File: config.mk
export PLATFORM = sky130hd
export DESIGN_NAME = i2c_regbank_target
export DESIGN_NICKNAME = d
export VERILOG_FILES = /design/src/rtl/i2c_rb_pkg.sv /design/src/rtl/i2c_rb_lines.sv /design/src/rtl/i2c_rb_fsm.sv /design/src/rtl/i2c_rb_regs.sv /design/src/rtl/i2c_regbank_target.sv
export SDC_FILE = /design/constraint.sdc
export NUM_CORES = 1
export LEC_CHECK = 0
export ABC_AREA = 1
export BUFFER_PORTS_ARGS = -buffer_cell sky130_fd_sc_hd__clkbuf_2
export CORE_MARGIN = 2
export CORE_UTILIZATION = 29
export CTS_BUF_LIST = sky130_fd_sc_hd__clkbuf_4 sky130_fd_sc_hd__clkbuf_8
export DETAILED_ROUTE_END_ITERATION = 10
export HOLD_SLACK_MARGIN = 0.03
export PLACE_DENSITY = 0.54
export SETUP_SLACK_MARGIN = 0.5
export SYNTH_ARGS = -nofsm -noshare
export SYNTH_HDL_FRONTEND = slang
export SYNTH_HIERARCHICAL = 1
export SYNTH_SLANG_ARGS = --single-unit
File: constraint.sdc
create_clock -name clk -period 3.1 [get_ports clk]
set_clock_uncertainty 0.1 [all_clocks]
set_input_delay 0.31 -clock clk [delete_from_list [all_inputs] [get_ports clk]]
set_output_delay 0.31 -clock clk [all_outputs]
set_load 0.005 [all_outputs]
File: src/rtl/i2c_rb_pkg.sv
package i2c_rb_pkg;

    typedef enum logic [2:0] {
        ST_IDLE,
        ST_ADDR,
        ST_WR,
        ST_RD,
        ST_SKIP
    } bus_st_e;

    typedef struct packed {
        bus_st_e     st;
        logic [3:0]  bitcnt;
        logic        ack_slot;
        logic [7:0]  shreg;
        logic [7:0]  tx;
        logic [7:0]  ptr;
        logic        rw;
        logic        first;
        logic        mack;
        logic        oe;
    } fsm_t;

endpackage

File: src/rtl/i2c_rb_lines.sv
module i2c_rb_lines #(
    parameter int SYNC_STAGES = 2
) (
    input  logic clk,
    input  logic rst_n,
    input  logic scl_i,
    input  logic sda_i,
    output logic scl_lvl_o,
    output logic sda_lvl_o,
    output logic scl_rise_o,
    output logic scl_fall_o,
    output logic start_o,
    output logic stop_o
);
    localparam int TOP = SYNC_STAGES - 1;

    logic [TOP:0] scl_sh_d, scl_sh_q, sda_sh_d, sda_sh_q;
    logic         scl_prev_d, scl_prev_q, sda_prev_d, sda_prev_q;
    logic         scl_now, sda_now;

    always_comb begin
        scl_sh_d   = {scl_sh_q[TOP-1:0], scl_i};
        sda_sh_d   = {sda_sh_q[TOP-1:0], sda_i};
        scl_now    = scl_sh_q[TOP];
        sda_now    = sda_sh_q[TOP];
        scl_prev_d = scl_now;
        sda_prev_d = sda_now;
    end

    always_ff @(posedge clk or negedge rst_n) begin
        if (!rst_n) begin
            scl_sh_q   <= '1;
            sda_sh_q   <= '1;
            scl_prev_q <= 1'b1;
            sda_prev_q <= 1'b1;
        end else begin
            scl_sh_q   <= scl_sh_d;
            sda_sh_q   <= sda_sh_d;
            scl_prev_q <= scl_prev_d;
            sda_prev_q <= sda_prev_d;
        end
    end

    assign scl_lvl_o  = scl_now;
    assign sda_lvl_o  = sda_now;
    assign scl_rise_o = scl_now & ~scl_prev_q;
    assign scl_fall_o = ~scl_now & scl_prev_q;
    assign start_o    = scl_now & scl_prev_q & sda_prev_q & ~sda_now;
    assign stop_o     = scl_now & scl_prev_q & ~sda_prev_q & sda_now;

endmodule

File: src/rtl/i2c_rb_fsm.sv
module i2c_rb_fsm
    import i2c_rb_pkg::*;
#(
    parameter logic [6:0] DEV_ADDR = 7'h2A,
    parameter int         NUM_REGS = 8
) (
    input  logic       clk,
    input  logic       rst_n,
    input  logic       scl_lvl_i,
    input  logic       sda_lvl_i,
    input  logic       scl_rise_i,
    input  logic       scl_fall_i,
    input  logic       start_i,
    input  logic       stop_i,
    input  logic [7:0] rdata_i,
    output logic [7:0] ptr_o,
    output logic       we_o,
    output logic [7:0] wdata_o,
    output logic       sda_oe_o
);
    localparam logic [7:0] LAST = 8'(NUM_REGS - 1);

    fsm_t q, d;
    logic adv;

    function automatic logic [7:0] next_ptr(input logic [7:0] p);
        return (p >= LAST) ? 8'd0 : p + 8'd1;
    endfunction

    always_comb begin
        d       = q;
        we_o    = 1'b0;
        wdata_o = q.shreg;
        adv     = 1'b0;
        if (start_i) begin
            d.st       = ST_ADDR;
            d.bitcnt   = 4'd0;
            d.ack_slot = 1'b0;
            d.oe       = 1'b0;
        end else if (stop_i) begin
            d.st       = ST_IDLE;
            d.bitcnt   = 4'd0;
            d.ack_slot = 1'b0;
            d.oe       = 1'b0;
        end else if (q.st == ST_ADDR || q.st == ST_WR || q.st == ST_RD) begin
            if (scl_rise_i) begin
                if (!q.ack_slot) begin
                    d.shreg  = {q.shreg[6:0], sda_lvl_i};
                    d.bitcnt = q.bitcnt + 4'd1;
                end else if (q.st == ST_RD) begin
                    d.mack = ~sda_lvl_i;
                end
            end else if (scl_fall_i) begin
                if (!q.ack_slot && q.bitcnt == 4'd8) begin
                    d.ack_slot = 1'b1;
                    unique case (q.st)
                        ST_ADDR: begin
                            if (q.shreg[7:1] == DEV_ADDR) begin
                                d.oe    = 1'b1;
                                d.rw    = q.shreg[0];
                                d.first = 1'b1;
                            end else begin
                                d.st       = ST_SKIP;
                                d.oe       = 1'b0;
                                d.ack_slot = 1'b0;
                            end
                        end
                        ST_WR: begin
                            d.oe = 1'b1;
                            if (q.first) begin
                                d.ptr   = q.shreg;
                                d.first = 1'b0;
                            end else begin
                                we_o  = 1'b1;
                                adv   = 1'b1;
                                d.ptr = next_ptr(q.ptr);
                            end
                        end
                        default: begin
                            d.oe   = 1'b0;
                            d.mack = 1'b0;
                            adv    = 1'b1;
                            d.ptr  = next_ptr(q.ptr);
                        end
                    endcase
                end else if (q.ack_slot) begin
                    d.ack_slot = 1'b0;
                    d.bitcnt   = 4'd0;
                    if (q.st == ST_ADDR) begin
                        if (q.rw) begin
                            d.st = ST_RD;
                            d.tx = rdata_i;
                            d.oe = ~rdata_i[7];
                        end else begin
                            d.st = ST_WR;
                            d.oe = 1'b0;
                        end
                    end else if (q.st == ST_WR) begin
                        d.oe = 1'b0;
                    end else if (q.mack) begin
                        d.tx = rdata_i;
                        d.oe = ~rdata_i[7];
                    end else begin
                        d.st = ST_SKIP;
                        d.oe = 1'b0;
                    end
                end else if (q.st == ST_RD) begin
                    d.oe = ~q.tx[3'd7 - q.bitcnt[2:0]];
                end
            end
        end else begin
            d.oe = 1'b0;
        end
    end

    always_ff @(posedge clk or negedge rst_n) begin
        if (!rst_n) begin
            q <= '{st: ST_IDLE, bitcnt: 4'd0, ack_slot: 1'b0, shreg: 8'd0,
                   tx: 8'd0, ptr: 8'd0, rw: 1'b0, first: 1'b0, mack: 1'b0,
                   oe: 1'b0};
        end else begin
            q <= d;
        end
    end

    assign ptr_o    = q.ptr;
    assign sda_oe_o = q.oe;


    oe_scl_low_chk: assert property (@(posedge clk) disable iff (!rst_n)
        (q.oe != $past(q.oe)) && !$past(start_i) && !$past(stop_i) |-> !scl_lvl_i);


    skip_quiet_chk: assert property (@(posedge clk) disable iff (!rst_n)
        (q.st == ST_SKIP) |-> !q.oe);


    ptr_wrap_chk: assert property (@(posedge clk) disable iff (!rst_n)
        (adv && q.ptr >= LAST) |=> (q.ptr == 8'd0));


    start_abort_chk: assert property (@(posedge clk) disable iff (!rst_n)
        start_i |=> (q.st == ST_ADDR && q.bitcnt == 4'd0 && !q.ack_slot));


    stop_release_chk: assert property (@(posedge clk) disable iff (!rst_n)
        stop_i |=> (q.st == ST_IDLE && !q.oe));

endmodule

File: src/rtl/i2c_rb_regs.sv
module i2c_rb_regs #(
    parameter int                    NUM_REGS = 8,
    parameter logic [NUM_REGS-1:0]   RO_MASK  = 8'h03,
    parameter logic [NUM_REGS-1:0]   RST_MASK = 8'hBF,
    parameter logic [NUM_REGS*8-1:0] RST_VAL  = 64'h77_00_55_44_33_21_0C_AC
) (
    input  logic                  clk,
    input  logic                  rst_n,
    input  logic                  we_i,
    input  logic [7:0]            waddr_i,
    input  logic [7:0]            wdata_i,
    input  logic [7:0]            raddr_i,
    output logic [7:0]            rdata_o,
    output logic [NUM_REGS*8-1:0] regs_o
);
    for (genvar i = 0; i < NUM_REGS; i++) begin : g_reg
        if (RO_MASK[i]) begin : g_ro
            assign regs_o[i*8 +: 8] = RST_VAL[i*8 +: 8];
        end else begin : g_rw
            logic [7:0] val_d, val_q;
            always_comb begin
                val_d = val_q;
                if (we_i && waddr_i == 8'(i)) begin
                    val_d = wdata_i;
                end
            end
            if (RST_MASK[i]) begin : g_rst
                always_ff @(posedge clk or negedge rst_n) begin
                    if (!rst_n) val_q <= RST_VAL[i*8 +: 8];
                    else        val_q <= val_d;
                end
            end else begin : g_norst
                always_ff @(posedge clk) begin
                    val_q <= val_d;
                end
            end
            assign regs_o[i*8 +: 8] = val_q;
        end
    end

    always_comb begin
        rdata_o = 8'h00;
        for (int i = 0; i < NUM_REGS; i++) begin
            if (raddr_i == 8'(i)) rdata_o = regs_o[i*8 +: 8];
        end
    end

endmodule

File: src/rtl/i2c_regbank_target.sv
module i2c_regbank_target #(
    parameter logic [6:0]            DEV_ADDR    = 7'h2A,
    parameter int                    NUM_REGS    = 8,
    parameter int                    SYNC_STAGES = 2,
    parameter logic [NUM_REGS-1:0]   RO_MASK     = 8'h03,
    parameter logic [NUM_REGS-1:0]   RST_MASK    = 8'hBF,
    parameter logic [NUM_REGS*8-1:0] RST_VAL     = 64'h77_00_55_44_33_21_0C_AC
) (
    input  logic                  clk,
    input  logic                  rst_n,
    input  logic                  scl_i,
    input  logic                  sda_i,
    output logic                  sda_oe_o,
    output logic [NUM_REGS*8-1:0] regs_o
);
    logic       scl_lvl, sda_lvl, scl_rise, scl_fall, start_det, stop_det;
    logic [7:0] ptr, rdata, wdata;
    logic       we;

    i2c_rb_lines #(.SYNC_STAGES(SYNC_STAGES)) u_lines (
        .clk        (clk),
        .rst_n      (rst_n),
        .scl_i      (scl_i),
        .sda_i      (sda_i),
        .scl_lvl_o  (scl_lvl),
        .sda_lvl_o  (sda_lvl),
        .scl_rise_o (scl_rise),
        .scl_fall_o (scl_fall),
        .start_o    (start_det),
        .stop_o     (stop_det)
    );

    i2c_rb_fsm #(.DEV_ADDR(DEV_ADDR), .NUM_REGS(NUM_REGS)) u_fsm (
        .clk        (clk),
        .rst_n      (rst_n),
        .scl_lvl_i  (scl_lvl),
        .sda_lvl_i  (sda_lvl),
        .scl_rise_i (scl_rise),
        .scl_fall_i (scl_fall),
        .start_i    (start_det),
        .stop_i     (stop_det),
        .rdata_i    (rdata),
        .ptr_o      (ptr),
        .we_o       (we),
        .wdata_o    (wdata),
        .sda_oe_o   (sda_oe_o)
    );

    i2c_rb_regs #(
        .NUM_REGS (NUM_REGS),
        .RO_MASK  (RO_MASK),
        .RST_MASK (RST_MASK),
        .RST_VAL  (RST_VAL)
    ) u_regs (
        .clk     (clk),
        .rst_n   (rst_n),
        .we_i    (we),
        .waddr_i (ptr),
        .wdata_i (wdata),
        .raddr_i (ptr),
        .rdata_o (rdata),
        .regs_o  (regs_o)
    );

endmodule

* Word level (Yosys, flattened, before mapping)
Index checks and enable logic that the tools add are counted.
** Word-level totals
- Flip-flop bits (word level) :: 90
- Input port bits :: 4
- Output and inout port bits :: 65
- Word-level logic and storage cells :: 174
** Operators by class
- Add/subtract/negate cells :: 3
- $lt $le $gt $ge :: 2
- Equal/unequal tests :: 28
- Multiplexer cells :: 71
- Bitwise operators :: 19
- Reductions and logical operators :: 31
** Operators by type and width (count)
- $mux W8 :: 22
- $mux W35 :: 1
- $eq A8 B3 Y1 const B :: 4
- $reduce_and A8 Y1 :: 4
- $mux W1 :: 30
- $ne A4 B4 Y1 const B :: 6
- $mux W3 :: 7
- $mux W20 :: 1
- $mux W18 :: 1
- $eq A8 B2 Y1 const B :: 2
- $pmux W8 S2 :: 1
- $mux W4 :: 3
- $not A1 Y1 :: 12
- $reduce_bool A4 Y1 :: 3
- $mux W11 :: 1
- $ne A2 B1 Y1 const B :: 5
- $reduce_and A10 Y1 :: 1
- $reduce_and A5 Y1 :: 2
- $add A8 B1 Y8 const B :: 1
- $eq A8 B1 Y1 const B :: 1
- $ge A8 B3 Y1 const B :: 1
- $logic_not A8 Y1 :: 1
- $ne A4 B3 Y1 const B :: 2
- $reduce_bool A2 Y1 :: 4
- 21 further kinds :: 38

* Depth between registers and ports, before layout
- Depth in word-level cells :: 20
- Mapped depth :: 16

* Hierarchy
Netlist, hierarchy kept.
** By module, submodules not included
- i2c_rb_regs :: instances 1, cells an instance 280, area each 2409.8 um^2
- i2c_rb_fsm :: instances 1, cells an instance 297, area each 2187.1 um^2
- i2c_rb_lines :: instances 1, cells an instance 17, area each 198.9 um^2

* Worst setup path before layout
Ideal clock, no wire load.
- Kind :: flip-flop to flip-flop
- From :: register u_lines.sda_sh_q[1]
- To :: register u_regs.g_reg[6].g_rw.val_q[0] (enable)
- Setup time :: 0.395 ns
- Data arrival time :: 2.734 ns
- Path slack :: -0.128 ns
- Cell stages (with the launch flop) :: 13
- Buffers on the path :: 0
- Period minus slack after synthesis :: 3.228 ns
- Cells stage by stage :: dfstp_2 inv_1 nand2_1 nor2_1 nor2_4 inv_2 nor2_4 nand2_1 nor2_1 inv_1 nor3_1 nand2_1 nor4_1
** On the way
- Word-level cells in the longest chain between the ends :: 4
- Elaborated cells on any way between the ends :: 6
- Those cells by class :: mux (2); bitwise (3); reduce/logical (1)
** RTL lines
- start, declared :: RTL line i2c_rb_lines.sv:17 : logic [TOP:0] scl_sh_d, scl_sh_q, sda_sh_d, sda_sh_q;
- start signal, assigned :: RTL line i2c_rb_lines.sv:38 : sda_sh_q <= sda_sh_d;
- $not A1 Y1 :: RTL line i2c_rb_lines.sv:48 : assign start_o = scl_now & scl_prev_q & sda_prev_q & ~sda_now;
- $and A1 B1 Y1 :: RTL line i2c_rb_lines.sv:48
- via start_det :: RTL line i2c_regbank_target.sv:16 : logic scl_lvl, sda_lvl, scl_rise, scl_fall, start_det, stop_det;
- $mux W1 :: RTL line i2c_rb_fsm.sv:35 : if (start_i) begin
- via we :: RTL line i2c_regbank_target.sv:18 : logic we;
- $logic_and A1 B1 Y1 :: RTL line i2c_rb_regs.sv:23 : if (we_i && waddr_i == 8'(i)) begin
- end signal, assigned :: RTL line i2c_rb_regs.sv:34 : val_q <= val_d;
- end, declared :: RTL line i2c_rb_regs.sv:20 : logic [7:0] val_d, val_q;
The timed path passes the listed nets, and every way through them passes these cells.
A chain may end at the register's enable or synchronous reset.

* Final worst setup path
- From :: register u_lines.sda_sh_q[1]
- To :: register u_regs.g_reg[3].g_rw.val_q[5]
** On the way
- Word-level cells in the longest chain between the ends :: 4
- Elaborated cells on any way between the ends :: 6
- Those cells by class :: mux (2); bitwise (3); reduce/logical (1)
** RTL lines
- $not A1 Y1 :: RTL line i2c_rb_lines.sv:48
- $and A1 B1 Y1 :: RTL line i2c_rb_lines.sv:48
- via start_det :: RTL line i2c_regbank_target.sv:16
- $mux W1 :: RTL line i2c_rb_fsm.sv:35
- via we :: RTL line i2c_regbank_target.sv:18
- $logic_and A1 B1 Y1 :: RTL line i2c_rb_regs.sv:23
- end signal, assigned :: RTL line i2c_rb_regs.sv:29 : if (!rst_n) val_q <= RST_VAL[i*8 +: 8];
- end signal, assigned :: RTL line i2c_rb_regs.sv:30 : else val_q <= val_d;
- end, declared :: RTL line i2c_rb_regs.sv:20
The timed path passes the listed nets, and every way through them passes these cells.

==> results.json <==
{
  "drtAntennaViolNets": 0,
  "post_synthesis_cell_type_with_the_largest_combined_area": "sky130_fd_sc_hd__dfrtp_1",
  "register_to_register_setup_slack_ns": 0.53,
  "post_synth_num_cell_types": 33,
  "num_io_pins": 69,
  "clock.fmax_mhz": 389,
  "final-max-slew-violation-count": 0,
  "yosysWarningCount": 6,
  "final_core_utilization_pct": 34.6,
  "cts.reportedPaths.clkPinSlew_ns": 0.10,
  "cp-end-kind": "flip-flop",
  "grt_remaining_overflow": 0,
  "setup_viol": 0,
  "drt_pass1_iterations": 5,
  "leading_cell_types_by_total_area_after_synthesis": "sky130_fd_sc_hd__dfrtp_1 (30%), sky130_fd_sc_hd__dfstp_2 (13%), sky130_fd_sc_hd__nand2_1 (12%), sky130_fd_sc_hd__buf_4 (5.2%), sky130_fd_sc_hd__nand3_1 (5.0%)",
  "cp-start-kind": "flip-flop",
  "worst_hold_check_slack_ns": 0.259,
  "ys_seq_elements": 90,
  "number_of_antenna_violations_at_the_first_check_in_global_routing": 0,
  "die-area_sq_um": 17600,
  "maxCapViolations": 0,
  "globalplace.congestion": 0.864,
  "drive_gt1_share_pct": 28.2,
  "grt_first_pass_wirelength_um": 20000,
  "route.detailed.wl_per_inst_um": 14.5,
  "die_height_um": 133,
  "layout.cells.most_common": "sky130_fd_sc_hd__nand2_1",
  "cts_max_path_buffers": 2,
  "power_per_cell_area_nw_per_um2": 384,
  "routed-via-count": 4049,
  "hpwlAfterDp_um": 9030,
  "area_fraction_of_the_dominant_cell_type_after_synthesis_pct": 30.3,
  "tns_ns": 0,
  "worst_ep_required_time_ns": 3.31,
  "hold_path_class": "flip-flop to flip-flop",
  "n_diodes": 0,
  "status": "complete, no violations",
  "design.final.nets": 662,
  "drcViolationCount": 0,
  "hold_viol_final": 0,
  "sw_frac_of_total_pct": 25.4,
  "clock_sink_count": 90,
  "most-common-layout-cells": "sky130_fd_sc_hd__nand2_1 (145), sky130_fd_sc_hd__inv_1 (60), sky130_fd_sc_hd__dfrtp_1 (57)",
  "timing.critical_path.fanout_max": 8,
  "post_synth_inst_count": 594,
  "fin_crit_sh_pct": 82.9,
  "synth.yosys.seq_area_share_pct": 48.4,
  "die-width_um": 133,
  "power_leakage_nw": 2.50,
  "flow.area_growth_from_synthesis_pct": 18.1,
  "coreArea_sq_um": 16300,
  "relSlewSlack_pct": 64.2,
  "vias_in_the_first_global_route": 3760,
  "cts_root_buf": "sky130_fd_sc_hd__clkbuf_8",
  "rsz_0062_raised_after_global_routing": "yes",
  "seq_power_share_pct": 55.7,
  "intPower_mw": 1.62,
  "drt_iter0_drc": 305,
  "initial_core_util_pct": 29.3,
  "synth.avg_cell_area_sq_um": 8.07,
  "worstSkewPairLatency_ns": 0.37,
  "viasPerCell": 4.60,
  "tightestPinTransition_ns": 0.535,
  "routed_wirelength_um": 12700,
  "comb_power_share_pct": 4.9,
  "clockPowerShare_pct": 39.4,
  "critPathArrivalTime_ns": 2.78,
  "largest_net_degree_at_the_start_of_global_routing": 47,
  "number_of_placement_rows": 47,
  "cts_buffers": 9,
  "numPortBuffers": 52,
  "cts_tree": "yes",
  "cts_max_level": 3,
  "post_route_minimum_period_ns": 2.57,
  "power.switching_uw": 553,
  "grtUsageTotal_pct": 14.4,
  "filler_cell_count": 1774,
  "path_class": "flip-flop to flip-flop",
  "mappedNetlistArea_sq_um": 4800,
  "power.ir.vdd_worst_v": 0.000175
}
-- cell type report --
type	count	area, sq um	area share (%)
repair buffers	76	467	8.24
clock inverters	7	81.3	1.44
multi-input cells	408	2120	37.5
flip-flops and latches	90	2320	41.0
inverters	70	268	4.73
clock buffers	9	124	2.19
well taps	220	275	4.86
-- worst paths after layout --
kind	to	startpoint	cells past startpoint
worst max-delay path	u_regs/g_reg[3].g_rw.val_q[5]$_DFFE_PN1P_	u_lines/sda_sh_q[1]$_DFF_PN1_	15
worst max register to register	u_regs/g_reg[3].g_rw.val_q[5]$_DFFE_PN1P_	u_lines/sda_sh_q[1]$_DFF_PN1_	15
max in group asynchronous	u_lines/sda_sh_q[0]$_DFF_PN1_	rst_n	3
worst min-delay path	u_lines/sda_sh_q[1]$_DFF_PN1_	u_lines/sda_sh_q[0]$_DFF_PN1_	0
worst min register to register	u_lines/sda_sh_q[1]$_DFF_PN1_	u_lines/sda_sh_q[0]$_DFF_PN1_	0
min in group asynchronous	u_regs/g_reg[4].g_rw.val_q[3]$_DFFE_PN0P_	rst_n	2
-- state kept, by name, summed over array words and instances (netlist names) --
signal,cells
u_fsm/q,19
u_regs/g.g_rw.val_q,48
u_lines/scl_sh_q,2
u_fsm/ptr_o,8
u_fsm/sda_oe_o,1
u_lines/sda_sh_q,2
u_lines/scl_prev_q,1
u_fsm/wdata_o,8
u_lines/sda_prev_q,1
-- cells in the mapped netlist (all sizes together) --
cell type / number
nor4: 1
conb: 2
o22ai: 6
o211ai: 1
a21o: 1
clkbuf: 1
nand4: 13
nand3: 50
nor3: 7
dfrtp: 58
nand3b: 1
buf: 41
o21ai: 72
nand2: 156
a21oi: 11
ha: 3
edfxtp: 8
dfstp: 24
nor2: 68
inv: 70
-- worst max-delay path: stages (launching register included) --
cell and delay [ns]:
sky130_fd_sc_hd__dfstp_2 0.57, sky130_fd_sc_hd__inv_2 0.04, sky130_fd_sc_hd__nand2_2 0.05, sky130_fd_sc_hd__nor2_2 0.05, sky130_fd_sc_hd__nor2_4 0.14, sky130_fd_sc_hd__inv_4 0.05
sky130_fd_sc_hd__nor2_4 0.11, sky130_fd_sc_hd__nand2_2 0.08, sky130_fd_sc_hd__nor2_4 0.13, sky130_fd_sc_hd__inv_2 0.06, sky130_fd_sc_hd__nor3_4 0.28, sky130_fd_sc_hd__nand2_2 0.14
sky130_fd_sc_hd__nor2_4 0.24, sky130_fd_sc_hd__buf_4 0.16, sky130_fd_sc_hd__nand2_2 0.12, sky130_fd_sc_hd__o21ai_1 0.19
-- kinds of logic (layout without fill, tap and decap cells) --
kind of cell	Yosys count	after routing	share of synthesized area, %
other cells	2	16	0.157
compound gates	91	91	11.3
flops	90	90	48.4
simple gates	296	298	27.5
buf+inv	112	162	11.8
fa+ha+maj	3	3	0.783
-- power by group through the flow --
stage | clock (mW) | sequential (mW) | combinational, mW
4_1_cts | 0.882 | 1.21 | 0.0920
3_3_place_gp | 0 | 1.23 | 0.0880
6_report | 0.858 | 1.21 | 0.107
3_5_place_dp | 0 | 1.23 | 0.0876
2_1_floorplan | 0 | 1.23 | 0.0666
5_1_grt | 0.931 | 1.21 | 0.121
-- routing by layer --
metal  share of wire (%)  wire (um)  track usage, %  up-vias
met1                  47       5950            20.2     1945
met3                 3.9        493            1.84        8
met4                0.94        120            4.66        0
li1                    -          -               -     2009
met2                  48       6160            23.0       87
met5                   0          0               0        -
-- per-stage QoR --
stage	setup WS (ns)	power, mW	cells	area (sq um)
2_1_floorplan	0.512	1.30	608	4870
3_3_place_gp	0.230	1.32	846	5180
4_1_cts	0.497	2.18	868	5490
3_5_place_dp	0.144	1.32	846	5180
5_1_grt	0.395	2.27	880	5660
6_report	0.531	2.18	880	5660
-- what timing repair did --
action / CTS / global route
gates resized for setup: 11 / 23
setup buffers: 2 / 11
endpoints found under the setup margin: 40 / 40
cloned: 1 / 1
endpoints found under the hold margin: 22 / 0
hold buffers: 3 / 0
pin swaps: 2 / 10
(Power assumes the default switching activity.)
